--- src/rtl/poe_sup_pkg.sv ---
package poe_sup_pkg;
  localparam int NFLT     = 6;
  localparam int NTIMED   = 5;
  localparam int FB_OC    = 0;
  localparam int FB_LIM   = 1;
  localparam int FB_DISC  = 2;
  localparam int FB_UV    = 3;
  localparam int FB_OV    = 4;
  localparam int FB_THERM = 5;
  typedef logic [NFLT-1:0] flt_vec_t;
endpackage

--- src/rtl/psup_tick.sv ---
module psup_tick #(
  parameter int DIV = 1000
) (
  input  logic clk,
  input  logic rst_n,
  output logic tick_o
);
  localparam int CW = (DIV > 1) ? $clog2(DIV) : 1;
  localparam logic [CW-1:0] LAST = CW'(DIV - 1);

  logic [CW-1:0] cnt_q;

  always_ff @(posedge clk or negedge rst_n) begin
    if (!rst_n)             cnt_q <= '0;
    else if (cnt_q == LAST) cnt_q <= '0;
    else                    cnt_q <= cnt_q + 1'b1;
  end

  assign tick_o = (cnt_q == LAST);
endmodule

--- src/rtl/psup_timer.sv ---
module psup_timer #(
  parameter int LIMIT = 75
) (
  input  logic clk,
  input  logic rst_n,
  input  logic tick_i,
  input  logic cond_i,
  output logic expire_o
);
  localparam int CW = (LIMIT > 1) ? $clog2(LIMIT) : 1;
  localparam logic [CW-1:0] LAST = CW'(LIMIT - 1);

  logic [CW-1:0] cnt_q;

  // Count ticks while the condition holds; any cycle without it restarts.
  always_ff @(posedge clk or negedge rst_n) begin
    if (!rst_n)         cnt_q <= '0;
    else if (!cond_i)   cnt_q <= '0;
    else if (tick_i) begin
      if (cnt_q == LAST) cnt_q <= '0;
      else               cnt_q <= cnt_q + 1'b1;
    end
  end

  assign expire_o = cond_i & tick_i & (cnt_q == LAST);
endmodule

--- src/rtl/psup_port.sv ---
module psup_port
  import poe_sup_pkg::*;
#(
  parameter int CODE_W     = 15,
  parameter int OC_TICKS   = 75,
  parameter int LIM_TICKS  = 75,
  parameter int DISC_TICKS = 350,
  parameter int VF_TICKS   = 60,
  parameter int ICUT_CODE  = 22400,
  parameter int ILIM_CODE  = 23660,
  parameter int IDISC_CODE = 273,
  parameter int VUV_CODE   = 15073,
  parameter int VOV_CODE   = 19415
) (
  input  logic              clk,
  input  logic              rst_n,
  input  logic              tick_i,
  input  logic              en_i,
  input  logic              ramp_i,
  input  logic [CODE_W-1:0] i_code_i,
  input  logic [CODE_W-1:0] v_code_i,
  input  logic              therm_i,
  input  logic              disc_dis_i,
  input  logic              vf_dis_i,
  input  flt_vec_t          clr_i,
  output logic              on_o,
  output flt_vec_t          status_o
);
  localparam logic [CODE_W-1:0] ICUT  = CODE_W'(ICUT_CODE);
  localparam logic [CODE_W-1:0] ILIM  = CODE_W'(ILIM_CODE);
  localparam logic [CODE_W-1:0] IDISC = CODE_W'(IDISC_CODE);
  localparam logic [CODE_W-1:0] VUV   = CODE_W'(VUV_CODE);
  localparam logic [CODE_W-1:0] VOV   = CODE_W'(VOV_CODE);

  logic              on_q;
  flt_vec_t          status_q;
  logic [NTIMED-1:0] cond;
  logic [NTIMED-1:0] trip;
  logic              vcheck;

  // Voltage window is only meaningful once the output has ramped.
  assign vcheck = on_q & ramp_i & ~vf_dis_i;

  always_comb begin
    cond          = '0;
    cond[FB_OC]   = on_q & (i_code_i > ICUT);
    cond[FB_LIM]  = on_q & (i_code_i > ILIM);
    cond[FB_DISC] = on_q & ~disc_dis_i & (i_code_i < IDISC);
    cond[FB_UV]   = vcheck & (v_code_i < VUV);
    cond[FB_OV]   = vcheck & (v_code_i > VOV);
  end

  for (genvar k = 0; k < NTIMED; k++) begin : g_tmr
    localparam int WIN = (k == FB_OC)   ? OC_TICKS  :
                         (k == FB_LIM)  ? LIM_TICKS :
                         (k == FB_DISC) ? DISC_TICKS : VF_TICKS;
    psup_timer #(.LIMIT(WIN)) u_tmr (
      .clk      (clk),
      .rst_n    (rst_n),
      .tick_i   (tick_i),
      .cond_i   (cond[k]),
      .expire_o (trip[k])
    );
  end

  flt_vec_t set_v;
  assign set_v = {therm_i, trip};

  always_ff @(posedge clk or negedge rst_n) begin
    if (!rst_n) begin
      status_q <= '0;
      on_q     <= 1'b0;
    end else begin
      status_q <= (status_q & ~clr_i) | set_v;
      on_q     <= en_i & ~therm_i & ~(|trip) & ~(|status_q);
    end
  end

  assign on_o     = on_q;
  assign status_o = status_q;
endmodule

--- src/rtl/poe_fault_supervisor.sv ---
module poe_fault_supervisor
  import poe_sup_pkg::*;
#(
  parameter int NPORTS     = 4,
  parameter int CODE_W     = 15,
  parameter int TICK_DIV   = 1000,
  parameter int OC_TICKS   = 75,
  parameter int LIM_TICKS  = 75,
  parameter int DISC_TICKS = 350,
  parameter int VF_TICKS   = 60,
  parameter int ICUT_CODE  = 22400,
  parameter int ILIM_CODE  = 23660,
  parameter int IDISC_CODE = 273,
  parameter int VUV_CODE   = 15073,
  parameter int VOV_CODE   = 19415
) (
  input  logic                     clk,
  input  logic                     rst_n,
  input  logic [NPORTS-1:0]        port_en_i,
  input  logic [NPORTS-1:0]        ramp_done_i,
  input  logic [NPORTS*CODE_W-1:0] i_code_i,
  input  logic [NPORTS*CODE_W-1:0] v_code_i,
  input  logic                     therm_i,
  input  logic [NPORTS-1:0]        disc_dis_i,
  input  logic [NPORTS-1:0]        vf_dis_i,
  input  logic [NPORTS*6-1:0]      clr_i,
  output logic [NPORTS-1:0]        port_on_o,
  output logic [NPORTS*6-1:0]      status_o,
  output logic                     int_n_o
);
  logic tick;

  psup_tick #(.DIV(TICK_DIV)) u_tick (
    .clk    (clk),
    .rst_n  (rst_n),
    .tick_o (tick)
  );

  for (genvar p = 0; p < NPORTS; p++) begin : g_port
    psup_port #(
      .CODE_W(CODE_W), .OC_TICKS(OC_TICKS), .LIM_TICKS(LIM_TICKS),
      .DISC_TICKS(DISC_TICKS), .VF_TICKS(VF_TICKS),
      .ICUT_CODE(ICUT_CODE), .ILIM_CODE(ILIM_CODE), .IDISC_CODE(IDISC_CODE),
      .VUV_CODE(VUV_CODE), .VOV_CODE(VOV_CODE)
    ) u_port (
      .clk        (clk),
      .rst_n      (rst_n),
      .tick_i     (tick),
      .en_i       (port_en_i[p]),
      .ramp_i     (ramp_done_i[p]),
      .i_code_i   (i_code_i[p*CODE_W +: CODE_W]),
      .v_code_i   (v_code_i[p*CODE_W +: CODE_W]),
      .therm_i    (therm_i),
      .disc_dis_i (disc_dis_i[p]),
      .vf_dis_i   (vf_dis_i[p]),
      .clr_i      (clr_i[p*NFLT +: NFLT]),
      .on_o       (port_on_o[p]),
      .status_o   (status_o[p*NFLT +: NFLT])
    );
  end

  assign int_n_o = ~(|status_o);
endmodule

--- config.mk ---
export PLATFORM = sky130hd
export DESIGN_NAME = poe_fault_supervisor
export DESIGN_NICKNAME = d
export VERILOG_FILES = /design/src/rtl/poe_sup_pkg.sv /design/src/rtl/psup_tick.sv /design/src/rtl/psup_timer.sv /design/src/rtl/psup_port.sv /design/src/rtl/poe_fault_supervisor.sv
export SDC_FILE = /design/constraint.sdc
export NUM_CORES = 1
export LEC_CHECK = 0
export BUFFER_PORTS_ARGS = -buffer_cell sky130_fd_sc_hd__buf_4
export CORE_AREA = 2 2 170 172
export CTS_BUF_LIST = sky130_fd_sc_hd__clkbuf_8
export DETAILED_ROUTE_END_ITERATION = 10
export DIE_AREA = 0 0 172 174
export GPL_ROUTABILITY_DRIVEN = 0
export GPL_TIMING_DRIVEN = 0
export PLACE_DENSITY = 0.68
export RECOVER_POWER = 100
export SLEW_MARGIN = 5
export SYNTH_ARGS = -nofsm -noshare
export SYNTH_HDL_FRONTEND = slang
export SYNTH_SLANG_ARGS = --single-unit
--- constraint.sdc ---
create_clock -name clk -period 3 [get_ports clk]
set_input_delay 0.6 -clock clk [delete_from_list [all_inputs] [get_ports clk]]
set_output_delay 0.6 -clock clk [all_outputs]
set_load 0.01 [all_outputs]
Word-level counts from Yosys, hierarchy flattened
Index checks and enable logic that the tools add are counted.
Storage, ports and cells
  flip-flop bits (word level): 178
  logic and storage cells: 295
  input port bits: 163
Cells by class
  order comparisons: 20
  bitwise operators: 114
  mux-type cells: 61
  add/sub/neg operators: 21
  reductions and logical operators: 9
  equal/unequal tests: 41
Operators by type and width (count)
  greater-than comparator 15 bit, second input constant: 12
  2-to-1 mux 7 bit: 24
  2-to-1 mux 6 bit: 24
  2-to-1 mux 9 bit: 12
  bitwise AND 1 bit: 84
  less-than comparator 15 x 14 -> 1 bit, second input constant: 4
  less-than comparator 15 x 9 -> 1 bit, second input constant: 4
  adder 7 x 1 -> 7 bit, second input constant: 8
  equality test 7 bit, second input constant: 8
  adder 6 x 1 -> 6 bit, second input constant: 8
  equality test 6 bit, second input constant: 8
  adder 9 x 1 -> 9 bit, second input constant: 4
  equality test 9 bit, second input constant: 4
  != test 2 bit, second input constant: 16
  bitwise AND 6 bit: 4
  inverter 6 bit: 4
  bitwise OR 6 bit: 4
  OR reduction 24 bit: 1
  OR reduction 6 bit: 4
  OR reduction 5 bit: 4
  inverter 1 bit: 18
  adder 10 x 1 -> 10 bit, second input constant: 1
  equality test 10 bit, second input constant: 1
  2-to-1 mux 10 bit: 1
  != test 2 x 1 -> 1 bit, second input constant: 4

Depth between registers and ports, before layout
  depth after elaboration: 9
  gate-level depth with buffers: 9
  depth with buffers taken out: 7

By module
Synthesis repeated with hierarchy kept, for this count alone.
Unflattened totals
  cell total of the unflattened synthesis: 1224
  area total of the unflattened synthesis: 11170.7 um^2
By module, submodules not included
  psup_timer at g_port[0].u_port.g_tmr[0].u_tmr ...: instances 8, area an instance 419.2 um^2, seq. area each 175.2 um^2, cells each 44
  psup_timer at g_port[0].u_port.g_tmr[3].u_tmr ...: instances 8, area an instance 357.8 um^2, seq. area each 150.1 um^2, cells each 39
  psup_timer at g_port[0].u_port.g_tmr[2].u_tmr ...: instances 4, area an instance 556.8 um^2, seq. area each 225.2 um^2, cells each 60
  psup_port: instances 4, area an instance 546.8 um^2, seq. area each 175.2 um^2, cells each 67
  psup_tick: instances 1, area an instance 483.0 um^2, seq. area each 250.2 um^2, cells each 43
  poe_fault_supervisor: instances 1, area an instance 57.6 um^2, seq. area each 0.0 um^2, cells each 9

Worst setup path before layout
No wires, ideal clock.
  path type: input port to flip-flop
  start point: input port i_code_i[50]
  end point: register g_port[3].u_port.g_tmr[2].u_tmr.cnt_q[6]
  required time: 2.934 ns
  path buffers: 1
  library setup time: 0.066 ns
  setup slack: 0.614 ns
  data arrival time: 2.320 ns
  stages: 6
  cell sequence: or4_4 > o311a_4 > or4b_4 > buf_6 > nor3_2 > a211o_1
Between the ends
  word-level cells in the longest chain between the ends: 3
  elaborated cells on any way between the ends: 4
  classes of those cells: order compare (1); eq/ne (1); mux (1); bitwise (1)
RTL lines
  start: declaration: RTL line poe_fault_supervisor.sv:21  | input logic [NPORTS*CODE_W-1:0] i_code_i,
  less-than comparator 15 x 9 -> 1 bit (*): RTL line psup_port.sv:48  | cond[FB_DISC] = on_q & ~disc_dis_i & (i_code_i < IDISC);
  bitwise AND 1 bit (*): RTL line psup_port.sv:48
  != test 2 bit (no line) or 2-to-1 mux 9 bit (tied branches)
  end signal: assignment: RTL line psup_timer.sv:21  | else cnt_q <= cnt_q + 1'b1;
  end: declaration: RTL line psup_timer.sv:13  | logic [CW-1:0] cnt_q;
Every way passes the cells marked *; elsewhere a longest branch is shown, timed or not.
A chain may end at the register's enable or synchronous reset.

Worst setup path after layout
  start point: register u_tick.cnt_q[0]
  end point: register g_port[2].u_port.g_tmr[4].u_tmr.cnt_q[0]
Between the ends
  word-level cells in the longest chain between the ends: 2
RTL lines
  start: declaration: RTL line psup_tick.sv:11  | logic [CW-1:0] cnt_q;
  start signal: assignment: RTL line psup_tick.sv:16  | else cnt_q <= cnt_q + 1'b1;
  equality test 10 bit: RTL line psup_tick.sv:19  | assign tick_o = (cnt_q == LAST);
  != test 2 bit (no line)
  end signal: assignment: RTL line psup_timer.sv:21
  end: declaration: RTL line psup_timer.sv:13
No other way between the ends.

==> run metrics <==
relative slew slack -34.8%; ANT nets after route 0; CTS root buf clkbuf_8; commonest non-fill, non-tap cell in the layout dfrtp_1; Seq/Total Area, Yosys 42.5%; row count 62; Final Critical Period 2.81 ns; startpoint of the worst hold path clr_i[12]; starting DRC count in detailed routing 557; WS Path Type register to register; CTS max path bufs 2; postcts setup bufs 0; crit path max fanout 10; Yosys reg bits 178; drt total wl 30400 µm; final setup violation count 0; ys flop type dfrtp_1; FFs w/ async S/R, synth 100%; pre-CTS setup slack -0.503 ns; Vias 10100; core footprint 28200 µm²; P&R area growth vs syn 21.7%; Cells after Synth 1182; Max Freq 356 MHz; WL/cell 17.0 µm; syn_nets 1378; Vias/cell 5.62; Least-Margin Pin Slew 2.02 ns; Slew Limit Fails 81; Critical path origin u_tick.cnt_q[0]; Die Y 174 µm; Final Util 45.2%; I/O pin count 192; Layout Cells excl Fill 1788; Max Cap Viol 1; WP data arrival 3.19 ns; CP startpoint kind register; clk slew on worst S/H paths 0.09 ns; status finished with violations; port bufs 191; final hold viol count 0; layout cells sized above 1 16.9%; fin crit share 93.7%; Die ar. 29900 µm²; failing checks max-capacitance violations, max-slew violations; Placed Area 12400 µm²; FF-to-FF setup slack 0.19 ns; Total Power 0.00468 W; worst setup margin 0.190 ns; Design Area, Final 12800 µm²; GRT Util Overall 20.3%; worst hold path class primary input to register; Initial Util 37.1%; Sink Count 178; synthesized area per cell 8.87 µm²; DR pass1 iterations 5; vias in the first global route 9464; initial antenna violation count 1; TritonCTS clock tree done; dpl cells 1758; Critical R2R Launch u_tick.cnt_q[0]; number of synthesis warnings 0; Setup Skew 0.0151 ns; number of CTS-inserted buffers 17; Fillers 2808; ant diodes 0; number of synthesized flops with an enable pin 0; mapped cell area 10500 µm²; most frequent cells in the layout dfrtp_1 (178), buf_4 (164), nand2_1 (118), nor2_1 (104), a21oi_1 (91); total gr overflow 0; worst-skew pair later-pin latency 0.47 ns; # DRC 0; VDD IR-drop max 0.272 mV; first-pass GRT wire length 48100 µm; largest net degree at the start of global routing 100; placed wire-length estimate 22200 µm; Static Leak 5.33 nW; unrepaired setup endpoints after global routing no; H-tree depth 4; Total Nets Final 1588; Synth cell types 74; cell area power density 367 nW/µm²; Crit. End Element register; Worst Path Required 3.38 ns; Die W 172 µm
==> power breakdown <==
| part | switching (W) | internal, W |
|---|---|---|
| combinational | 0.000187 | 0.000191 |
| sequential | 0.0000118 | 0.00240 |
| clock | 0.000903 | 0.000985 |
==> timing repair <==
item	in CTS	in global routing
gates resized for setup	9	7
hold buffers	0	0
cloned	0	0
endpoints found under the setup margin	99	40
==> synthesized netlist by cell type, drive strengths merged (8+ instances only) <==
cell	n	area share [%]
dfrtp	178	42
nand2	118	4.2
nor2	104	3.7
a21oi	91	4.3
nand3	66	3.1
nor3	59	2.9
o21ai	51	2.4
inv	49	1.8
ha	33	3.9
and3	32	1.9
or3	25	1.5
nand4	24	1.4
clkbuf	23	0.82
nand4b	19	1.6
a21o	17	1.2
nor4	16	1.1
buf	14	0.78
a311oi	13	1.1
nor2b	13	0.78
o211ai	13	0.93
xor2	13	1.1
nand3b	12	0.86
a31oi	10	0.60
and2	10	0.60
nand4bb	10	1.1
o22ai	10	0.60
or4	10	0.75
xnor2	10	0.83
o2111ai	9	0.75
o32ai	9	0.75
a211o	8	0.67
nor3b	8	0.57
or2	8	0.48
==> layer usage <==
layer / vias up / global-route usage (%) / share of wire (%)
li1: 4827 / - / -
met1: 4828 / 26.7 / 44
met2: 339 / 32.9 / 46
met3: 55 / 3.60 / 6.8
met4: 2 / 8.72 / 3.3
met5: - / 0 / 0.053
==> sequential cells by signal (all words and copies together), names as in the netlist <==
| name | cells |
|---|---|
| g_port.u_port.status_o | 24 |
| g_port.u_port.g_tmr.u_tmr.cnt_q | 140 |
| g_port.u_port.on_o | 4 |
| u_tick.cnt_q | 10 |
==> layout make-up <==
class                      count  area (µm²)  area share (%)
buffer                        36         178            1.39
clock buffer                  17         234            1.83
clock inverter                14         213            1.67
inverter                      49         184            1.44
multi-input combinational    918        5680            44.5
sequential                   178        4450            34.9
tap                          384         480            3.76
timing repair buffer         192        1350            10.5
==> stage by stage <==
| step | TNS [ns] | hold slack [ns] |
|---|---|---|
| after floorplan | 0 | 0.304 |
| after global placement | -19.95 | 0.465 |
| after detailed placement | -20.91 | 0.464 |
| after CTS | 0 | 0.134 |
| after global routing | 0 | 0.271 |
| final | 0 | 0.298 |
==> worst max-delay path, stage by stage (launching register included) <==
cell and delay (ns):
dfrtp_1 0.42, ha_1 0.25, and4bb_1 0.22, nand3_1 0.22, clkbuf_2 0.34, clkbuf_2 0.44
clkbuf_1 0.57, nand2_1 0.13, a21oi_1 0.14
==> cell families (layout without fill, tap and decap cells) <==
family	count (synthesis)	count (layout)	synth area share [%]
and+or+nand+nor	567	567	29.4
adders and majority gates	33	33	3.94
xor gates and xnor gates	23	23	1.92
DFF	178	178	42.5
AOI/OAI and AO/OA	286	286	18.0
buffers and inverters	86	308	3.35
muxes	9	9	0.883
==> worst paths after layout <==
kind,end,cells past startpoint
min in group asynchronous,g_port[0].u_port.status_o[4],1
max,g_port[2].u_port.g_tmr[4].u_tmr.cnt_q[0],8
max in group asynchronous,u_tick.cnt_q[2],2
min reg2reg,g_port[2].u_port.g_tmr[4].u_tmr.cnt_q[5],1
min,g_port[2].u_port.status_o[0],2
max reg2reg,g_port[2].u_port.g_tmr[4].u_tmr.cnt_q[0],8
Note: power is estimated with default switching activity, not from simulation.
